===== src/rtl/bridge_pkg.sv =====
package bridge_pkg;

   localparam int unsigned BR_CMD_W = 3;

   typedef enum logic [3:0] {
      ST_IDLE,
      ST_WCAP,
      ST_WDRV,
      ST_WSTB,
      ST_WREL,
      ST_RCAP,
      ST_RSTB,
      ST_RREL,
      ST_RWAIT,
      ST_RDONE
   } br_state_e;

   typedef struct packed {
      logic ready;
      logic capture;
      logic drv_addr;
      logic drv_data;
      logic strobe;
      logic rd_load;
      logic cpu_drive;
   } br_ctl_t;

   function automatic br_ctl_t br_decode(input br_state_e s);
      br_ctl_t c;
      c = '0;
      case (s)
         ST_IDLE:  c.ready = 1'b1;
         ST_WCAP:  begin c.ready = 1'b1; c.capture = 1'b1; end
         ST_WDRV:  begin c.drv_addr = 1'b1; c.drv_data = 1'b1; end
         ST_WSTB:  begin c.drv_addr = 1'b1; c.drv_data = 1'b1; c.strobe = 1'b1; end
         ST_RCAP:  c.capture = 1'b1;
         ST_RSTB:  begin c.drv_addr = 1'b1; c.strobe = 1'b1; c.rd_load = 1'b1; end
         ST_RDONE: begin c.ready = 1'b1; c.cpu_drive = 1'b1; end
         default:  c = '0;
      endcase
      return c;
   endfunction

endpackage


===== src/rtl/br_sync.sv =====
module br_sync #(
   parameter int unsigned WIDTH  = 4,
   parameter int unsigned STAGES = 2
) (
   input  logic             clk,
   input  logic             rst_n,
   input  logic [WIDTH-1:0] d,
   output logic [WIDTH-1:0] q
);

   if (STAGES < 2) begin : g_bad_stages
      $error("br_sync: STAGES must be at least 2");
   end
   if (WIDTH < 1) begin : g_bad_width
      $error("br_sync: WIDTH must be at least 1");
   end

   logic [STAGES-1:0][WIDTH-1:0] stg_q;

   always_ff @(posedge clk or negedge rst_n) begin
      if (!rst_n) begin
         stg_q <= '0;
      end else begin
         stg_q <= {stg_q[STAGES-2:0], d};
      end
   end

   assign q = stg_q[STAGES-1];

endmodule


===== src/rtl/br_fsm.sv =====
module br_fsm
   import bridge_pkg::*;
(
   input  logic    clk,
   input  logic    rst_n,
   input  logic    phi2_s,
   input  logic    sel_s,
   input  logic    rnw,
   input  logic    resp_s,
   output br_ctl_t ctl
);

   br_state_e state_q, state_d;
   br_ctl_t   ctl_q;

   always_comb begin
      state_d = state_q;
      case (state_q)
         ST_IDLE:  if (phi2_s && sel_s) state_d = rnw ? ST_RCAP : ST_WCAP;
         ST_WCAP:  if (!phi2_s) state_d = ST_WDRV;
         ST_WDRV:  state_d = ST_WSTB;
         ST_WSTB:  if (resp_s) state_d = ST_WREL;
         ST_WREL:  if (!resp_s) state_d = ST_IDLE;
         ST_RCAP:  state_d = ST_RSTB;
         ST_RSTB:  if (resp_s) state_d = ST_RREL;
         ST_RREL:  if (!resp_s) state_d = phi2_s ? ST_RDONE : ST_RWAIT;
         ST_RWAIT: if (phi2_s) state_d = ST_RDONE;
         ST_RDONE: if (!phi2_s) state_d = ST_IDLE;
         default:  state_d = ST_IDLE;
      endcase
   end

   // control outputs are registered from the next state so they leave flops
   always_ff @(posedge clk or negedge rst_n) begin
      if (!rst_n) begin
         state_q <= ST_IDLE;
         ctl_q   <= br_decode(ST_IDLE);
      end else begin
         state_q <= state_d;
         ctl_q   <= br_decode(state_d);
      end
   end

   assign ctl = ctl_q;


   start_only_idle_chk: assert property (@(posedge clk) disable iff (!rst_n)
      $rose(ctl_q.capture) |-> $past(state_q) == ST_IDLE);


   read_no_wdrive_chk: assert property (@(posedge clk) disable iff (!rst_n)
      (state_q == ST_RSTB) |-> !ctl_q.drv_data);

endmodule


===== src/rtl/br_datapath.sv =====
module br_datapath
   import bridge_pkg::*;
#(
   parameter int unsigned ADDR_W = 20,
   parameter int unsigned DATA_W = 8
) (
   input  logic                clk,
   input  logic                rst_n,
   input  br_ctl_t             ctl,
   input  logic [ADDR_W:0]     cpu_addr,
   input  logic                cpu_rnw,
   input  logic [DATA_W-1:0]   cpu_wdata,
   input  logic [DATA_W-1:0]   bp_rdata,
   output logic [ADDR_W-1:0]   addr_q,
   output logic [BR_CMD_W-1:0] cmd_q,
   output logic [DATA_W-1:0]   wdata_q,
   output logic [DATA_W-1:0]   rdata_q
);

   if (BR_CMD_W != 3) begin : g_bad_cmd
      $error("br_datapath: command field layout needs 3 bits");
   end

   // bit2 fixed 1, bit1 space select, bit0 direction
   logic [BR_CMD_W-1:0] cmd_next;
   assign cmd_next = {1'b1, cpu_addr[ADDR_W], cpu_rnw};

   always_ff @(posedge clk or negedge rst_n) begin
      if (!rst_n) begin
         addr_q  <= '0;
         cmd_q   <= '0;
         wdata_q <= '0;
      end else if (ctl.capture) begin
         addr_q  <= cpu_addr[ADDR_W-1:0];
         cmd_q   <= cmd_next;
         wdata_q <= cpu_wdata;
      end
   end

   always_ff @(posedge clk or negedge rst_n) begin
      if (!rst_n) begin
         rdata_q <= '0;
      end else if (ctl.rd_load) begin
         rdata_q <= bp_rdata;
      end
   end

endmodule


===== src/rtl/async_bus_bridge.sv =====
module async_bus_bridge
   import bridge_pkg::*;
#(
   parameter int unsigned ADDR_W      = 20,
   parameter int unsigned DATA_W      = 8,
   parameter int unsigned SYNC_STAGES = 2
) (
   input  logic                clk,
   input  logic                rst_n,
   input  logic                cpu_phi2,
   input  logic                cpu_sel,
   input  logic                cpu_rnw,
   input  logic [ADDR_W:0]     cpu_addr,
   input  logic [DATA_W-1:0]   cpu_wdata,
   output logic                cpu_ready,
   output logic [DATA_W-1:0]   cpu_rdata,
   output logic                cpu_rdata_oe,
   output logic [ADDR_W-1:0]   bp_addr,
   output logic                bp_addr_oe,
   output logic [BR_CMD_W-1:0] bp_cmd,
   output logic                bp_cmd_oe,
   output logic [DATA_W-1:0]   bp_wdata,
   output logic                bp_wdata_oe,
   input  logic [DATA_W-1:0]   bp_rdata,
   output logic                bp_astb_n,
   output logic                bp_dstb_n,
   input  logic                bp_ack_n,
   input  logic                bp_err_n
);

   localparam int unsigned N_ASYNC = 4;

   if (ADDR_W < 1 || DATA_W < 1) begin : g_bad_width
      $error("async_bus_bridge: widths must be positive");
   end

   logic [N_ASYNC-1:0] async_raw, async_s;
   logic phi2_s, sel_s, ack_s, err_s, resp_s;
   br_ctl_t ctl;

   assign async_raw = {~bp_err_n, ~bp_ack_n, cpu_sel, cpu_phi2};

   br_sync #(.WIDTH(N_ASYNC), .STAGES(SYNC_STAGES)) u_sync (
      .clk   (clk),
      .rst_n (rst_n),
      .d     (async_raw),
      .q     (async_s)
   );

   assign {err_s, ack_s, sel_s, phi2_s} = async_s;
   assign resp_s = ack_s | err_s;

   br_fsm u_fsm (
      .clk    (clk),
      .rst_n  (rst_n),
      .phi2_s (phi2_s),
      .sel_s  (sel_s),
      .rnw    (cpu_rnw),
      .resp_s (resp_s),
      .ctl    (ctl)
   );

   br_datapath #(.ADDR_W(ADDR_W), .DATA_W(DATA_W)) u_dp (
      .clk       (clk),
      .rst_n     (rst_n),
      .ctl       (ctl),
      .cpu_addr  (cpu_addr),
      .cpu_rnw   (cpu_rnw),
      .cpu_wdata (cpu_wdata),
      .bp_rdata  (bp_rdata),
      .addr_q    (bp_addr),
      .cmd_q     (bp_cmd),
      .wdata_q   (bp_wdata),
      .rdata_q   (cpu_rdata)
   );

   assign cpu_ready    = ctl.ready;
   assign cpu_rdata_oe = ctl.cpu_drive;
   assign bp_addr_oe   = ctl.drv_addr;
   assign bp_cmd_oe    = ctl.drv_addr;
   assign bp_wdata_oe  = ctl.drv_data;
   assign bp_astb_n    = ~ctl.strobe;
   assign bp_dstb_n    = ~ctl.strobe;


   setup_before_strobe_chk: assert property (@(posedge clk) disable iff (!rst_n)
      ($fell(bp_astb_n) && bp_wdata_oe) |-> ($past(bp_addr_oe) && $past(bp_wdata_oe)));


   strobe_hold_chk: assert property (@(posedge clk) disable iff (!rst_n)
      (!bp_astb_n && !resp_s) |=> !bp_astb_n);


   release_on_end_chk: assert property (@(posedge clk) disable iff (!rst_n)
      $rose(bp_astb_n) |-> (!bp_addr_oe && !bp_cmd_oe && !bp_wdata_oe));


   ready_after_release_chk: assert property (@(posedge clk) disable iff (!rst_n)
      ($rose(cpu_ready) && !cpu_rdata_oe) |-> !$past(resp_s));


   rdata_drop_chk: assert property (@(posedge clk) disable iff (!rst_n)
      (cpu_rdata_oe && !phi2_s) |=> !cpu_rdata_oe);


   rdata_start_chk: assert property (@(posedge clk) disable iff (!rst_n)
      $rose(cpu_rdata_oe) |-> $past(phi2_s));


   bus_dir_chk: assert property (@(posedge clk) disable iff (!rst_n)
      $onehot0({cpu_rdata_oe, bp_wdata_oe}));

endmodule


===== config.mk =====
export PLATFORM = sky130hd
export DESIGN_NAME = async_bus_bridge
export DESIGN_NICKNAME = d
export VERILOG_FILES = /design/src/rtl/bridge_pkg.sv /design/src/rtl/br_sync.sv /design/src/rtl/br_fsm.sv /design/src/rtl/br_datapath.sv /design/src/rtl/async_bus_bridge.sv
export SDC_FILE = /design/constraint.sdc
export NUM_CORES = 1
export LEC_CHECK = 0
export BUFFER_PORTS_ARGS = -buffer_cell sky130_fd_sc_hd__buf_2
export CORE_UTILIZATION = 35
export CTS_CLUSTER_DIAMETER = 30
export DETAILED_ROUTE_END_ITERATION = 10
export PLACE_DENSITY = 0.63
export RECOVER_POWER = 100
export SLEW_MARGIN = 15
export SYNTH_ARGS = -nofsm -noshare
export SYNTH_HDL_FRONTEND = slang
export SYNTH_HIERARCHICAL = 1
export SYNTH_SLANG_ARGS = --single-unit

===== constraint.sdc =====
create_clock -name clk -period 2 [get_ports clk]
set_clock_uncertainty 0.05 [all_clocks]
set_input_delay 0.3 -clock clk [delete_from_list [all_inputs] [get_ports clk]]
set_output_delay 0.3 -clock clk [all_outputs]
set_load 0.01 [all_outputs]

# ---- Word level (Yosys, flattened, before mapping)
# Cells that the tools add are included.
dict set report word_totals {
  reg_bits 58
  input_bits 44
  out_inout_bits 46
  wordCells 59
}
dict set report classes {
  n_eq_ne 15
  muxes 18
  n_bitwise 4
  reduce_logical 8
}
# cell n
set ops {}
lappend ops {{case mux 4 bit (10 select lines)} 1}
lappend ops {{two-way mux 4 bit} 8}
lappend ops {{== test 4 x 3 -> 1 bit, second input constant} 6}
lappend ops {{== test 4 x 2 -> 1 bit, second input constant} 4}
lappend ops {{== test 4 bit, second input constant} 3}
lappend ops {{== test 4 x 1 -> 1 bit, second input constant} 2}
lappend ops {{logical NOT 4 bit} 2}
lappend ops {{two-way mux 1 bit} 8}
lappend ops {{OR reduction 2 bit} 3}
lappend ops {{OR reduction 3 bit} 2}
lappend ops {{two-way mux 3 bit} 1}
lappend ops {{NOT 1 bit} 3}
lappend ops {{logical AND 1 bit} 1}
lappend ops {{bitwise OR 1 bit} 1}

# ---- Depth between registers and ports, before layout
dict set report logic_depth {
  word_depth 6
  ltp_mapped 7
  depth_no_buf 6
}

# ---- By module
# Netlist, hierarchy kept.
# mod instances cells_each area_each_um2 seq_area_each_um2
set by_module_without_submodules {}
lappend by_module_without_submodules {br_datapath 1 82 1448.9 975.9}
lappend by_module_without_submodules {br_fsm 1 49 506.7 276.5}
lappend by_module_without_submodules {br_sync 1 12 230.2 200.2}
lappend by_module_without_submodules {async_bus_bridge 1 6 32.5 0.0}

# ---- Least setup slack after synthesis
# No wires, ideal clock.
dict set report synth_path {
  path_kind {register -> register}
  start {register u_sync.stg_q, in the netlist u_sync/q[3]}
  end {register u_fsm.ctl_q, in the netlist u_fsm/ctl[6]}
  setup_time_ns 0.081
  arrival_time_ns 1.586
  required_time_ns 1.869
  path_slack_ns 0.283
  stages_incl_launch_ff 7
  n_path_buf 1
  period_less_slack_ns 1.717
  cell_sequence {dfrtp_1 buf_4 or2_1 and3b_1 a2111o_1 o21a_2 a211oi_2}
}
dict set report synth_between {
  elab_chain_cells 6
  elab_cells_between_ends 11
  cone_classes {2 x eq/ne; 6 x mux; 1 x bitwise; 2 x reduce/logical}
}
# item line
set synth_lines {}
lappend synth_lines {{start, declared} br_sync.sv:18} ;# logic [STAGES-1:0][WIDTH-1:0] stg_q;
lappend synth_lines {{start signal, assigned} br_sync.sv:24} ;# stg_q <= {stg_q[STAGES-2:0], d};
lappend synth_lines {{bitwise OR 1 bit *} async_bus_bridge.sv:51} ;# assign resp_s = ack_s | err_s;
lappend synth_lines {{named net resp_s} async_bus_bridge.sv:38} ;# logic phi2_s, sel_s, ack_s, err_s, resp_s;
lappend synth_lines {{two-way mux 4 bit, on equally long branches} -}
lappend synth_lines {{case mux 4 bit (10 select lines) *} br_fsm.sv:18} ;# case (state_q)
lappend synth_lines {{== test 4 x 1 -> 1 bit (tied with other cells)} bridge_pkg.sv:31} ;# case (s)
lappend synth_lines {{OR reduction 3 bit (no line) *} -}
lappend synth_lines {{two-way mux 1 bit *} bridge_pkg.sv:31}
lappend synth_lines {{end signal, assigned} br_fsm.sv:37} ;# ctl_q <= br_decode(ST_IDLE);
lappend synth_lines {{end signal, assigned} br_fsm.sv:40} ;# ctl_q <= br_decode(state_d);
lappend synth_lines {{end, declared} br_fsm.sv:14} ;# br_ctl_t ctl_q;
# The timed path passes the listed nets; every way through them passes the cells marked *.
# A chain may end at the register's enable or synchronous reset.

# ---- Worst setup path after layout
# Same ends and word-level chain as after synthesis.

==> results.ini <==
[status]
status = finished, final reports clean

[timing]
relSlewSlack = 0.451
grt_setup_unrepaired = no
hold_ws_ns = 0.0348
fin_crit_sh = 0.886
tightest_slew_ns = 0.823
setup_viol = 0
maxSlewViolCount = 0
fin_ws_ns = 0.228
layout_min_cycle_time_ns = 1.77
finalSetupTns_ns = 0
fmax_ghz = 0.564
hold_viol = 0

[logic_synthesis]
ys_warn_count = 6
ys_seq_area_frac = 0.655
synth_nets = 193
yosys-top-cells-area = dfrtp_1 (64%), mux2_2 (19%), buf_4 (2.4%), buf_6 (1.5%), inv_1 (1.4%)
synth_edf_count = 0
synthArstFlopShare = 1.00
synthCells = 149
synth.distinct_cells = 31
syn_avg_cell_area_sq_um = 14.9
synth-seq-cells = 58
yosys.area.top_type_share = 0.643
synth.most_common_cell = dfrtp_1
syn_area_sq_mm = 0.00222
synth_top_area_cell = dfrtp_1
ys.flop_type = dfrtp_1
synth_top_cells_by_count = dfrtp_1 (57), mux2_2 (38), inv_1 (8)

[clock_tree]
clkTransAtPathRegs_ns = 0.06
cts_made_buffers = 9
ctsHtreeMaxLevel = 3
cts_buffer_depth = 2
clock_sinks = 58
cts_tree = built
worst_skew_pair.late_latency_ns = 0.32
cts_root_buffer = clkbuf_8
ctsResizeCount = 0

[global_route]
overflow = 0
grt_antenna_before_repair = 0
grt_pass1_vias = 1357
grt_max_degree = 26
grt_pass1_wl_microns = 6040
grt_usage = 0.123

[setup_path]
critPathMaxFanout = 7
crit_buf_inv = 0
required_ns = 2.18
r2r_setup_slack_ns = 0.23
crit_chain = or2_0 -> and3b_1 -> a2111o_1 -> o21a_2 -> a211oi_1
critical_path_class = register to register
path_delay_family = compound AO/OA/AOI/OAI gates
r2r_cells = 5
cp-start-kind = register
arrival_ns = 1.95
critPathSlowestCell = a2111o_1
cpPeakStageDelay_ns = 0.41
cp-end-kind = register
reg2reg_to = u_fsm/ctl[6]
reg2reg_from = u_sync/q[3]

[finish]
fillCellCount = 584
area_delta_synth_final_pct = 27.4
nets = 285
antennaDiodeCount = 0
drive_above_1_share = 0.416
multi_input_area_sq_um = 627
final-seq-area_sq_mm = 0.00145

[route]
drc_errors = 0
firstDrtPassIters = 4
routedWlPerCell_microns = 12.5
ant_nets = 0
avgViaCountPerCell = 4.50
drt_iter0_drc = 14
routed_wl_microns = 4010
vias = 1439

[power_and_ir_drop]
leakage_uw = 0.00130
ir_drop_mv = 0.647
power_density_mw_per_mm2 = 1580
p_total_uw = 4460

[placed_design]
place.gp.congestion = 0.844
place.detailed.hpwl_microns = 2860
post-place-ws_ns = 0.307
portBuffers = 89

[floorplanning]
dieWidth_microns = 81.6
fp-row-count = 28
ios = 90
initial_utilization = 0.368
dieArea_sq_mm = 0.00666
core_region_area_sq_mm = 0.00603
die_h_microns = 81.6

[flow_run]
maxCapViolations = 0

[hold_path]
holdPathStages = 1
min_path_type = input pin to register
holdCritStartpoint = cpu_phi2
hold_end = u_sync/stg_q[0]

[sequential cells by signal, summed over array words and instances (netlist names)]
| name | cells |
|---|---|
| u_dp/rdata_q | 8 |
| u_sync/stg_q | 4 |
| u_dp/cmd_q | 3 |
| u_sync/q | 4 |
| u_fsm/ctl | 7 |
| u_fsm/state_q | 4 |
| u_dp/addr_q | 20 |
| u_dp/wdata_q | 8 |
[routing by layer]
layer / wire length [microns] / vias to the layer above / global-route usage / share of wire
met3: 391 / 11 / 0.0444 / 0.097
met4: 70 / 0 / 0.0719 / 0.017
li1: - / 689 / - / -
met2: 1720 / 75 / 0.191 / 0.43
met5: 0 / - / 0 / 0
met1: 1830 / 664 / 0.148 / 0.46
[through the flow]
step / instances / cell area, sq um / util
6_report: 320 / 2830 / 0.469
5_1_grt: 320 / 2830 / 0.469
4_1_cts: 320 / 2910 / 0.483
3_5_place_dp: 304 / 2700 / 0.448
3_3_place_gp: 304 / 2700 / 0.448
2_1_floorplan: 149 / 2220 / -
[power by group]
part	internal [uW]	total [uW]	switching, uW
clock network	669	1090	419
logic	685	1420	731
registers	1670	1960	294
[repair_timing]
item | CTS | global route
hold endpoints to repair | 13 | 0
setup buffers | 0 | 0
hold buffers | 1 | 0
[worst register-to-register path, stage by stage (launching register included)]
cell	delay, ns
dfrtp_1	0.35
or2_0	0.30
and3b_1	0.22
a2111o_1	0.41
o21a_2	0.15
a211oi_1	0.20
[kinds of logic (layout without fill, tap and decap cells)]
logic type             after synthesis  after routing  synth area share
flip-flops                          58             58             0.655
AND/OR/NAND/NOR                     18             18            0.0451
multiplexers                        38             38             0.193
AO/OA/AOI/OAI                       14             14            0.0491
buffers and inverters               21            117            0.0581
[layout by cell type, fill, tap and decap left out, types with 2 or more instances in the layout]
master,instances
dfrtp_1,57
clkbuf_1,48
buf_2,42
mux2_2,38
clkbuf_8,12
inv_1,8
a21oi_1,5
nor2_1,3
clkbuf_2,2
or2_2,2
nand3_1,2
nor3_1,2
[worst max path at each step]
| stage | from | to | slack [ns] | cells after the start |
|---|---|---|---|---|
| after floorplan | u_sync/q[3] | u_fsm/ctl[6] | 0.28 | 6 |
| after CTS | u_sync/q[3] | u_fsm/ctl[6] | 0.29 | 5 |
| after global routing | rst_n | u_dp/rdata_q[5] | 0.11 | 3 |
| final | u_sync/q[3] | u_fsm/ctl[6] | 0.23 | 5 |
| after global placement | u_sync/q[3] | u_fsm/ctl[6] | 0.35 | 5 |
| after detailed placement | u_sync/q[3] | u_fsm/ctl[6] | 0.31 | 5 |
[area by class of cell]
class / count / area share
Sequential cell: 58 / 0.514
Multi-Input combinational cell: 70 / 0.222
Timing Repair Buffer: 93 / 0.147
Clock buffer: 13 / 0.0598
Tap cell: 75 / 0.0332
Clock inverter: 2 / 0.0124
Inverter: 9 / 0.0120
Note: power is estimated with default switching activity, not from simulation.
